<file path="config.mk">
export PLATFORM = sky130hd
export DESIGN_NAME = i2c_hs_slave
export DESIGN_NICKNAME = d
export VERILOG_FILES = /design/src/rtl/i2cs_pkg.sv /design/src/rtl/i2cs_line_filter.sv /design/src/rtl/i2cs_cond_detect.sv /design/src/rtl/i2cs_byte_engine.sv /design/src/rtl/i2c_hs_slave.sv
export SDC_FILE = /design/constraint.sdc
export NUM_CORES = 1
export LEC_CHECK = 0
export CORE_ASPECT_RATIO = 0.7
export CORE_UTILIZATION = 50
export CTS_CLUSTER_SIZE = 10
export DETAILED_ROUTE_END_ITERATION = 10
export PLACE_DENSITY = 0.75
export SYNTH_ARGS = -nofsm -noshare
export SYNTH_HDL_FRONTEND = slang
export SYNTH_HIERARCHICAL = 1
export SYNTH_SLANG_ARGS = --single-unit
</file>
<file path="constraint.sdc">
create_clock -name clk -period 3.5 [get_ports clk]
set_input_delay 0.7 -clock clk [delete_from_list [all_inputs] [get_ports clk]]
set_output_delay 0.7 -clock clk [all_outputs]
set_load 0.01 [all_outputs]
</file>
<file path="src/rtl/i2cs_pkg.sv">
package i2cs_pkg;

    localparam int BYTE_W   = 8;
    localparam int CNT_W    = 4;
    localparam logic [CNT_W-1:0] ACK_SLOT = CNT_W'(BYTE_W);
    localparam logic [4:0] HS_CODE_HI = 5'b00001;

    typedef enum logic [1:0] {
        ST_IDLE,
        ST_ADDR,
        ST_WRITE,
        ST_READ
    } i2cs_state_e;

    typedef enum logic [1:0] {
        DEC_WRITE,
        DEC_READ,
        DEC_MCODE
    } i2cs_dec_e;

    typedef struct packed {
        logic scl_rise;
        logic scl_fall;
        logic start;
        logic stop;
        logic sda;
    } bus_ev_t;

    function automatic logic is_hs_code(input logic [BYTE_W-1:0] b);
        return b[7:3] == HS_CODE_HI;
    endfunction

endpackage

</file>
<file path="src/rtl/i2cs_line_filter.sv">
module i2cs_line_filter #(
    parameter int SYNC_STAGES = 2,
    parameter int FILT_LEN    = 4
) (
    input  logic clk,
    input  logic rst,
    input  logic line_i,
    output logic line_o
);
    localparam int CW = $clog2(FILT_LEN + 1);

    logic [SYNC_STAGES-1:0] sync_q;
    logic [CW-1:0]          cnt_q;
    logic                   flt_q;
    logic                   sync_w;

    assign sync_w = sync_q[SYNC_STAGES-1];
    assign line_o = flt_q;

    always_ff @(posedge clk) begin
        if (rst) begin
            sync_q <= '1;
        end else begin
            sync_q <= {sync_q[SYNC_STAGES-2:0], line_i};
        end
    end

    always_ff @(posedge clk) begin
        if (rst) begin
            flt_q <= 1'b1;
            cnt_q <= '0;
        end else if (sync_w == flt_q) begin
            cnt_q <= '0;
        end else if (cnt_q == CW'(FILT_LEN - 1)) begin
            flt_q <= sync_w;
            cnt_q <= '0;
        end else begin
            cnt_q <= cnt_q + 1'b1;
        end
    end


    glitch_reject_chk: assert property (@(posedge clk) disable iff (rst)
        (flt_q != $past(flt_q)) |-> ($past(sync_w) == flt_q && $past(cnt_q) == CW'(FILT_LEN - 1)));

endmodule

</file>
<file path="src/rtl/i2cs_cond_detect.sv">
module i2cs_cond_detect
    import i2cs_pkg::*;
(
    input  logic    clk,
    input  logic    rst,
    input  logic    scl_f,
    input  logic    sda_f,
    output bus_ev_t ev
);
    logic scl_p, sda_p;

    always_ff @(posedge clk) begin
        if (rst) begin
            scl_p <= 1'b1;
            sda_p <= 1'b1;
        end else begin
            scl_p <= scl_f;
            sda_p <= sda_f;
        end
    end

    always_comb begin
        ev.scl_rise = scl_f & ~scl_p;
        ev.scl_fall = ~scl_f & scl_p;
        ev.start    = scl_f & scl_p & sda_p & ~sda_f;
        ev.stop     = scl_f & scl_p & ~sda_p & sda_f;
        ev.sda      = sda_f;
    end

endmodule

</file>
<file path="src/rtl/i2cs_byte_engine.sv">
module i2cs_byte_engine
    import i2cs_pkg::*;
#(
    parameter logic [3:0] ADDR_HI = 4'b1010
) (
    input  logic              clk,
    input  logic              rst,
    input  bus_ev_t           ev,
    input  logic [2:0]        addr_strap,
    input  logic [BYTE_W-1:0] tx_data,
    output logic              sda_oe,
    output logic              hs_mode,
    output logic              rx_valid,
    output logic [BYTE_W-1:0] rx_data,
    output logic              tx_req
);
    i2cs_state_e       st_q;
    i2cs_dec_e         dec_q;
    logic [CNT_W-1:0]  bitn_q;
    logic              ack_q;
    logic              mack_q;
    logic [BYTE_W-1:0] sh_q;
    logic [BYTE_W-1:0] tx_sh_q;
    logic              oe_q, hs_q, rxv_q, txr_q;
    logic [BYTE_W-1:0] rxd_q;
    logic              bit_slot;

    assign bit_slot = (bitn_q < ACK_SLOT);
    assign sda_oe   = oe_q;
    assign hs_mode  = hs_q;
    assign rx_valid = rxv_q;
    assign rx_data  = rxd_q;
    assign tx_req   = txr_q;

    always_ff @(posedge clk) begin
        if (rst) begin
            st_q    <= ST_IDLE;
            dec_q   <= DEC_WRITE;
            bitn_q  <= '0;
            ack_q   <= 1'b0;
            mack_q  <= 1'b0;
            sh_q    <= '0;
            tx_sh_q <= '0;
            oe_q    <= 1'b0;
            hs_q    <= 1'b0;
            rxv_q   <= 1'b0;
            rxd_q   <= '0;
            txr_q   <= 1'b0;
        end else begin
            rxv_q <= 1'b0;
            txr_q <= 1'b0;
            if (txr_q) tx_sh_q <= tx_data;
            if (ev.stop) begin
                st_q   <= ST_IDLE;
                hs_q   <= 1'b0;
                oe_q   <= 1'b0;
                ack_q  <= 1'b0;
                bitn_q <= '0;
            end else if (ev.start) begin
                st_q   <= ST_ADDR;
                oe_q   <= 1'b0;
                ack_q  <= 1'b0;
                bitn_q <= '0;
            end else begin
                unique case (st_q)
                    ST_ADDR, ST_WRITE: begin
                        if (ev.scl_rise && bit_slot) begin
                            sh_q   <= {sh_q[BYTE_W-2:0], ev.sda};
                            bitn_q <= bitn_q + 1'b1;
                        end
                        if (ev.scl_fall && bitn_q == ACK_SLOT && !ack_q) begin
                            ack_q <= 1'b1;
                            if (st_q == ST_WRITE) begin
                                rxv_q <= 1'b1;
                                rxd_q <= sh_q;
                                oe_q  <= 1'b1;
                            end else if (is_hs_code(sh_q)) begin
                                dec_q <= DEC_MCODE;
                                hs_q  <= 1'b1;
                            end else if (sh_q[7:1] == {ADDR_HI, addr_strap}) begin
                                dec_q <= sh_q[0] ? DEC_READ : DEC_WRITE;
                                txr_q <= sh_q[0];
                                oe_q  <= 1'b1;
                            end else begin
                                st_q  <= ST_IDLE;
                                ack_q <= 1'b0;
                            end
                        end else if (ev.scl_fall && ack_q) begin
                            ack_q  <= 1'b0;
                            oe_q   <= 1'b0;
                            bitn_q <= '0;
                            if (st_q == ST_ADDR) begin
                                unique case (dec_q)
                                    DEC_MCODE: st_q <= ST_IDLE;
                                    DEC_READ: begin
                                        st_q <= ST_READ;
                                        oe_q <= ~tx_sh_q[BYTE_W-1];
                                    end
                                    default:   st_q <= ST_WRITE;
                                endcase
                            end
                        end
                    end
                    ST_READ: begin
                        if (ev.scl_rise && bit_slot) begin
                            bitn_q <= bitn_q + 1'b1;
                        end else if (ev.scl_rise && ack_q) begin
                            mack_q <= ~ev.sda;
                            txr_q  <= ~ev.sda;
                        end
                        if (ev.scl_fall && bit_slot && bitn_q != '0) begin
                            tx_sh_q <= {tx_sh_q[BYTE_W-2:0], 1'b0};
                            oe_q    <= ~tx_sh_q[BYTE_W-2];
                        end else if (ev.scl_fall && bitn_q == ACK_SLOT && !ack_q) begin
                            oe_q  <= 1'b0;
                            ack_q <= 1'b1;
                        end else if (ev.scl_fall && ack_q) begin
                            ack_q  <= 1'b0;
                            bitn_q <= '0;
                            if (mack_q) oe_q <= ~tx_sh_q[BYTE_W-1];
                            else        st_q <= ST_IDLE;
                        end
                    end
                    default: ;
                endcase
            end
        end
    end


    idle_release_chk: assert property (@(posedge clk) disable iff (rst)
        (st_q == ST_IDLE) |-> !oe_q);


    hs_entry_chk: assert property (@(posedge clk) disable iff (rst)
        $rose(hs_q) |-> ($past(st_q) == ST_ADDR && $past(ev.scl_fall) && !oe_q));


    stop_clear_chk: assert property (@(posedge clk) disable iff (rst)
        ev.stop |=> (!hs_q && !oe_q && st_q == ST_IDLE));


    rx_pulse_chk: assert property (@(posedge clk) disable iff (rst)
        rxv_q |=> !rxv_q);


    tx_pulse_chk: assert property (@(posedge clk) disable iff (rst)
        txr_q |=> !txr_q);


    strobe_excl_chk: assert property (@(posedge clk) disable iff (rst)
        !(rxv_q && txr_q));


    rx_in_write_chk: assert property (@(posedge clk) disable iff (rst)
        rxv_q |-> (st_q == ST_WRITE && oe_q));

endmodule

</file>
<file path="src/rtl/i2c_hs_slave.sv">
module i2c_hs_slave
    import i2cs_pkg::*;
#(
    parameter logic [3:0] ADDR_HI     = 4'b1010,
    parameter int         SYNC_STAGES = 2,
    parameter int         FILT_LEN    = 4
) (
    input  logic       clk,
    input  logic       rst,
    input  logic       scl_i,
    input  logic       sda_i,
    input  logic [2:0] addr_strap,
    output logic       sda_oe,
    output logic       hs_mode,
    output logic       rx_valid,
    output logic [7:0] rx_data,
    output logic       tx_req,
    input  logic [7:0] tx_data
);
    localparam int N_LINES = 2;

    logic [N_LINES-1:0] raw_w;
    logic [N_LINES-1:0] flt_w;
    bus_ev_t            ev_w;

    assign raw_w = {sda_i, scl_i};

    for (genvar i = 0; i < N_LINES; i++) begin : g_line
        i2cs_line_filter #(
            .SYNC_STAGES(SYNC_STAGES),
            .FILT_LEN   (FILT_LEN)
        ) u_flt (
            .clk   (clk),
            .rst   (rst),
            .line_i(raw_w[i]),
            .line_o(flt_w[i])
        );
    end

    i2cs_cond_detect u_det (
        .clk  (clk),
        .rst  (rst),
        .scl_f(flt_w[0]),
        .sda_f(flt_w[1]),
        .ev   (ev_w)
    );

    i2cs_byte_engine #(
        .ADDR_HI(ADDR_HI)
    ) u_eng (
        .clk       (clk),
        .rst       (rst),
        .ev        (ev_w),
        .addr_strap(addr_strap),
        .tx_data   (tx_data),
        .sda_oe    (sda_oe),
        .hs_mode   (hs_mode),
        .rx_valid  (rx_valid),
        .rx_data   (rx_data),
        .tx_req    (tx_req)
    );

endmodule

</file>
==> results of run 1 <==
layout make-up:
| class | instances | area, um2 | area share, % |
|---|---|---|---|
| repair buffers | 29 | 283 | 9.89 |
| multi-input cells | 185 | 1290 | 45.0 |
| clock buffers | 5 | 68.8 | 2.41 |
| inverters | 11 | 41.3 | 1.44 |
| well taps | 55 | 68.8 | 2.41 |
| clock inverters | 3 | 68.8 | 2.41 |
| flip-flops and latches | 52 | 1040 | 36.4 |
worst max-delay path by stage:
| stage | from | endpoint | slack [ns] | depth (start not counted) |
|---|---|---|---|---|
| finish | u_eng/tx_req | tx_req | 1.15 | 1 |
| global route | u_eng/st_q[1] | u_eng/rx_data[6] | 1.08 | 6 |
| CTS | u_eng/tx_req | tx_req | 1.14 | 1 |
| detailed placement | addr_strap[0] | u_eng/tx_req | 0.99 | 5 |
| global placement | addr_strap[1] | u_eng/tx_req | 1.05 | 5 |
| floorplan | g_line[1].u_flt/line_o | u_eng/dec_q[0] | 1.53 | 6 |
power groups by stage:
stage	Sequential (W)	Clock, W	Combinational, W
floorplan	0.000627	0	0.000144
global placement	0.000630	0	0.000200
detailed placement	0.000631	0	0.000201
CTS	0.000618	0.000509	0.000203
global route	0.000620	0.000530	0.000227
finish	0.000618	0.000498	0.000210
metrics by stage:
step | util, % | setup slack, ns | cells
4_1_cts | 63.5 | 1.14 | 340
5_1_grt | 63.5 | 1.08 | 340
2_1_floorplan | - | 1.53 | 261
6_report | 63.5 | 1.15 | 340
3_5_place_dp | 60.4 | 0.988 | 332
3_3_place_gp | 60.4 | 1.05 | 332
logic make-up after synthesis:
| kind of cell | Yosys count | share of synthesized area, % |
|---|---|---|
| muxes | 18 | 7.42 |
| and+or+nand+nor | 100 | 23.1 |
| buffers and inverters | 24 | 4.07 |
| xor gates and xnor gates | 7 | 2.53 |
| adders and majority gates | 12 | 6.19 |
| AOI/OAI and AO/OA | 48 | 13.8 |
| DFF | 52 | 42.9 |
cell usage after synthesis (2+ instances only):
cell type  number  area, um2
or4_1           2       15.0
buf_4           2       15.0
dfxtp_1        52       1040
or2_2           6       37.5
a211o_2         2       20.0
nand3_1         4       20.0
o41ai_1         4       35.0
or2_1           2       12.5
mux2i_1        18        180
nor3_1          3       15.0
a211oi_1        9       67.6
nand4_1         2       12.5
nand2_1        26       97.6
o31ai_1         3       22.5
nor4_1          6       37.5
nor2_1         24       90.1
ha_1           12        150
xnor2_1         6       52.6
a21oi_1        15       75.1
or3_1           4       25.0
o21ai_0         5       25.0
nor4b_2         2       30.0
nor2b_1         8       50.1
inv_1          11       41.3
nand4b_1        2       17.5
clkbuf_1        9       33.8
and4b_1         2       20.0
layer usage:
metal / global-route usage (%) / vias to the layer above / wire length (um) / share of wire [%]
met3: 4.42 / 8 / 254 / 5.2
met4: 7.86 / 0 / 70 / 1.4
met5: 0 / - / 0 / 0
met1: 29.8 / 917 / 2570 / 53
li1: - / 979 / - / -
met2: 28.5 / 58 / 1970 / 40
worst reg2reg max path: stages, from the launching register on:
cell and delay (ns):
dfxtp_1 0.45, inv_1 0.12, ha_1 0.44, nand3_4 0.15, or3_4 0.41, or4_1 0.49
o31ai_1 0.10
cells in the final DEF (no fill, tap or decap), types with 5 or more instances in the layout:
master	synthesis	layout
nor4_1	6	6
ha_1	12	12
a21oi_1	15	15
clkdlybuf4s50_1	0	26
nor2b_1	8	8
o21ai_0	5	5
or2_2	6	6
mux2i_1	18	18
clkbuf_8	0	5
a211oi_1	9	9
nor2_1	24	24
nand2_1	26	26
xnor2_1	6	6
inv_1	11	11
dfxtp_1	52	52
sequential cells by signal (all words and copies together), names as in the netlist:
signal	flops
u_eng/hs_mode	1
u_det/scl_p	1
u_eng/rx_data	8
u_eng/st_q	2
u_eng/dec_q	2
u_eng/rx_valid	1
u_eng/sh_q	8
u_det/sda_p	1
u_eng/sda_oe	1
u_eng/tx_req	1
u_eng/mack_q	1
u_eng/ack_q	1
u_eng/bitn_q	4
g_line.u_flt/cnt_q	6
u_eng/tx_sh_q	8
g_line.u_flt/line_o	2
g_line.u_flt/sync_q	4
==> run summary, run 1 <==
H-tree levels - 2
Hold Crit Depth - 1
register area share after synthesis - 42.9%
top_reg_cell synth - dfxtp_1
Finished Cell Area - 2860 um2
arrival time worst endpoint - 1.65 ns
unrepaired setup endpoints after global routing - false
sinks on the clock net - 52
IO buf count - 26
Final Slew Violations - 0
number of unique standard cell types used by synthesis - 47
Reg-to-Reg End - u_eng/dec_q[0]
Area after DPL - 2720 um2
status - finished clean
row count - 20
DIE WIDTH - 85.3 um
CP top delay family - flip-flops
Post-CTS Hold Buffers - 0
Slowest-stage cell, CP - dfxtp_1
setup_tns - 0 ns
reg-to-reg startpoint - u_eng/st_q[1]
height of the die - 60.3 um
yosys synthesis warning count - 6
Worst Skew - 0.00478 ns
Design Power - 0.00133 W
clock latency on the worst-skew pair - 0.31 ns
post-layout min period - 2.35 ns
synthesized area per cell - 9.30 um2
Setup Buffers After CTS - 0
cells on worst reg2reg path - 6
Clock power frac - 37.6%
core box area - 4500 um2
Psw - 0.000346 W
ANT cells - 0
Critical Path Fanout Max - 9
Synthesized Nets - 288
clk root buf - clkbuf_8
Vias/cell - 5.77
hold wc startpoint - g_line[0].u_flt/sync_q[0]
Mapped Cells - 261
share of layout cells above drive strength 1 - 9.12%
type of origin of the critical path - flop
GRT Util Overall - 20.2%
DRT Wirelength - 4860 um
final hold violations - 0
Syn Std Cell Area - 2430 um2
combinational power share - 15.8%
Hold Crit Endpoint - g_line[0].u_flt/sync_q[1]
EDFF count, synth - 0
gr ovfl total - 0
pin count of the biggest net entering global routing - 28
Longest Clk Path Bufs - 2
PwrDens - 464 nW/um2
ANT nets after route - 0
first-pass GRT wire length - 7910 um
clock-pin slew on the worst setup and hold paths - 0.10 ns
CP Cell Sequence - clkdlybuf4s50_1
Nets - 311
VDD IR max - 0.318 mV
Crit path buffers/inverters - 1
fillers - 387
vias post-DR - 1962
critical path type - flop to output pin
Synth Register Bits - 52
leak pwr - 1.05 nW
Tightest Pin Transition - 0.826 ns
DRC Markers - 0
max_cap viols - 0
Pint - 0.000980 W
Req. time, crit path - 2.80 ns
CTS tree - yes
initial antenna violation count - 0
CP peak stage delay - 0.69 ns
Initial DRC Count - 172
num ports - 27
FFs w/ async S/R, synth - 0%
Layout area overhead - 17.8%
FMAX - 425 MHz
crit end category - output pin
Slew headroom - 44.5%
Tcrit/Tclk final - 67.2%
Post-CTS Resized - 0
Avg WL per Cell - 14.3 um
register share of total power - 46.6%
TritonCTS buffer count - 5
reg2reg setup slack - 1.23 ns
final setup vio count - 0
sw frac - 26.1%
worst hold path type - flop to flop
final worst hold slack - 0.423 ns
vias in the first global route - 1653
die area - 5140 um2
RePlAce Congestion - 0.918
Starting Density - 53.9%
DP HPWL - 3360 um
drt pass-1 iters - 4
(Power assumes the default switching activity.)
==> run 2: changes to the inputs <==
- clock period: 3.5 -> 2.44 ns (I/O delays scaled with it)
==> run 2 against run 1 <==
Sequential power increased by 43%. Critical endpoint is now u_eng/dec_q[0]. Critical path depth increased by 5. Largest power group unchanged. Wire length decreased by 4.0%.
==> run summary, run 2 (synthesized netlist as in run 1, its figures left out) <==
CTS tree - yes
Nets - 317
most frequent cells in the layout - dfxtp_1, clkdlybuf4s50_1, nand2_1
GRT Util Overall - 19.6%
height of the die - 60.3 um
multi-input logic area - 1290 um2
leak pwr - 1.06 nW
Vias/cell - 5.52
reg-to-reg startpoint - u_eng/st_q[1]
Longest Clk Path Bufs - 2
share of layout cells above drive strength 1 - 11.0%
Reg-to-Reg End - u_eng/dec_q[0]
Worst Setup EP - u_eng/dec_q[0]
type of origin of the critical path - flop
pin count of the biggest net entering global routing - 31
Tcrit/Tclk final - 87.3%
status - finished clean
gr ovfl total - 0
grt peak-use layer - met1
post-layout min period - 2.13 ns
Pint - 0.00123 W
ANT cells - 0
Seq. cell area - 1040 um2
VDD IR max - 0.411 mV
num ports - 27
register share of total power - 52.0%
critical path type - flop to flop
drt pass-1 iters - 4
H-tree levels - 2
cells on worst reg2reg path - 6
dpl cells - 338
core box area - 4500 um2
fillers - 394
clock-pin slew on the worst setup and hold paths - 0.09 ns
Layout area overhead - 17.9%
Clock power frac - 30.4%
CP Launch Point - u_eng/st_q[1]
sw frac - 27.9%
Tightest Pin Transition - 0.584 ns
arrival time worst endpoint - 2.35 ns
Psw - 0.000474 W
first-pass GRT wire length - 7780 um
Req. time, crit path - 2.66 ns
Setup Buffers After CTS - 0
Starting Density - 53.9%
Final Slew Violations - 0
IO buf count - 26
DP HPWL - 3420 um
Design Power - 0.00170 W
RePlAce Congestion - 0.894
most common cell after layout, fill and taps aside - dfxtp_1
reg2reg setup slack - 0.31 ns
Post-CTS Hold Buffers - 0
setup_tns - 0 ns
DRT Wirelength - 4670 um
unrepaired setup endpoints after global routing - false
final worst hold slack - 0.420 ns
final hold violations - 0
GR Util met2 - 28.1%
vias post-DR - 1910
row count - 20
grt met1 use - 29.5%
worst hold path type - flop to flop
initial antenna violation count - 0
final setup vio count - 0
vias in the first global route - 1609
Slew headroom - 61.0%
FMAX - 470 MHz
M3 GR Usage - 4.42%
PwrDens - 594 nW/um2
Area after DPL - 2770 um2
fin cells - 346
sinks on the clock net - 52
Worst Skew - 0.00305 ns
Finished Cell Area - 2860 um2
DRC Markers - 0
combinational power share - 17.6%
Initial DRC Count - 116
clk root buf - clkbuf_8
max_cap viols - 0
hold wc startpoint - g_line[0].u_flt/sync_q[0]
clock latency on the worst-skew pair - 0.30 ns
Critical Path Fanout Max - 7
die area - 5140 um2
Avg WL per Cell - 13.5 um
crit end category - flop
TritonCTS buffer count - 5
ANT nets after route - 0
DIE WIDTH - 85.3 um
Post-CTS Resized - 0
==> run 2: changes by cell type in the layout (fill, tap and decap cells not counted), sizes merged <==
cell / previous run / this run
buf: 3 / 9
clkinv: 0 / 1
clkbuf: 5 / 6
bufinv: 2 / 0
==> run 2: per-layer routing <==
layer | routed length, um | up-vias
met5 | 0 | -
met1 | 2520 | 870
li1 | - | 988
met3 | 311 | 2
met2 | 1820 | 50
met4 | 18 | 0
==> run 2: critical path: stages (launching register included) <==
cell,delay [ns]
dfxtp_1,0.42
inv_1,0.11
ha_1,0.43
nand3_4,0.14
or3_4,0.41
or4_1,0.47
o31ai_1,0.07
==> run 2: final cells by class <==
type	instances	share of cell area, %
sequential	52	36.4
clock inverter	2	0.481
inverter	11	1.44
tap	55	2.40
clock buffer	6	2.88
multi-input combinational	185	45.0
timing repair buffer	35	11.5
==> run 2: worst min path at each step <==
stage / end / slack [ns] / cells after the start
5_1_grt: g_line[1].u_flt/sync_q[1] / 0.44 / 1
4_1_cts: g_line[0].u_flt/sync_q[1] / 0.42 / 1
2_1_floorplan: g_line[0].u_flt/sync_q[1] / 0.39 / 1
3_5_place_dp: g_line[0].u_flt/sync_q[1] / 0.40 / 1
6_report: g_line[0].u_flt/sync_q[1] / 0.42 / 1
3_3_place_gp: g_line[0].u_flt/sync_q[1] / 0.39 / 1
==> run 2: power by group through the flow <==
stage | logic (W) | registers [W] | clock network, W
floorplan | 0.000207 | 0.000900 | 0
global placement | 0.000297 | 0.000903 | 0
detailed placement | 0.000289 | 0.000905 | 0
CTS | 0.000293 | 0.000885 | 0.000533
global route | 0.000333 | 0.000888 | 0.000570
finish | 0.000299 | 0.000885 | 0.000517
==> run 2: through the flow <==
stage | util, % | worst slack, ns
after CTS | 63.6 | 0.332
after global placement | 61.4 | 0.244
final | 63.6 | 0.311
after detailed placement | 61.4 | 0.196
after floorplan | - | 0.473
after global routing | 63.6 | 0.196
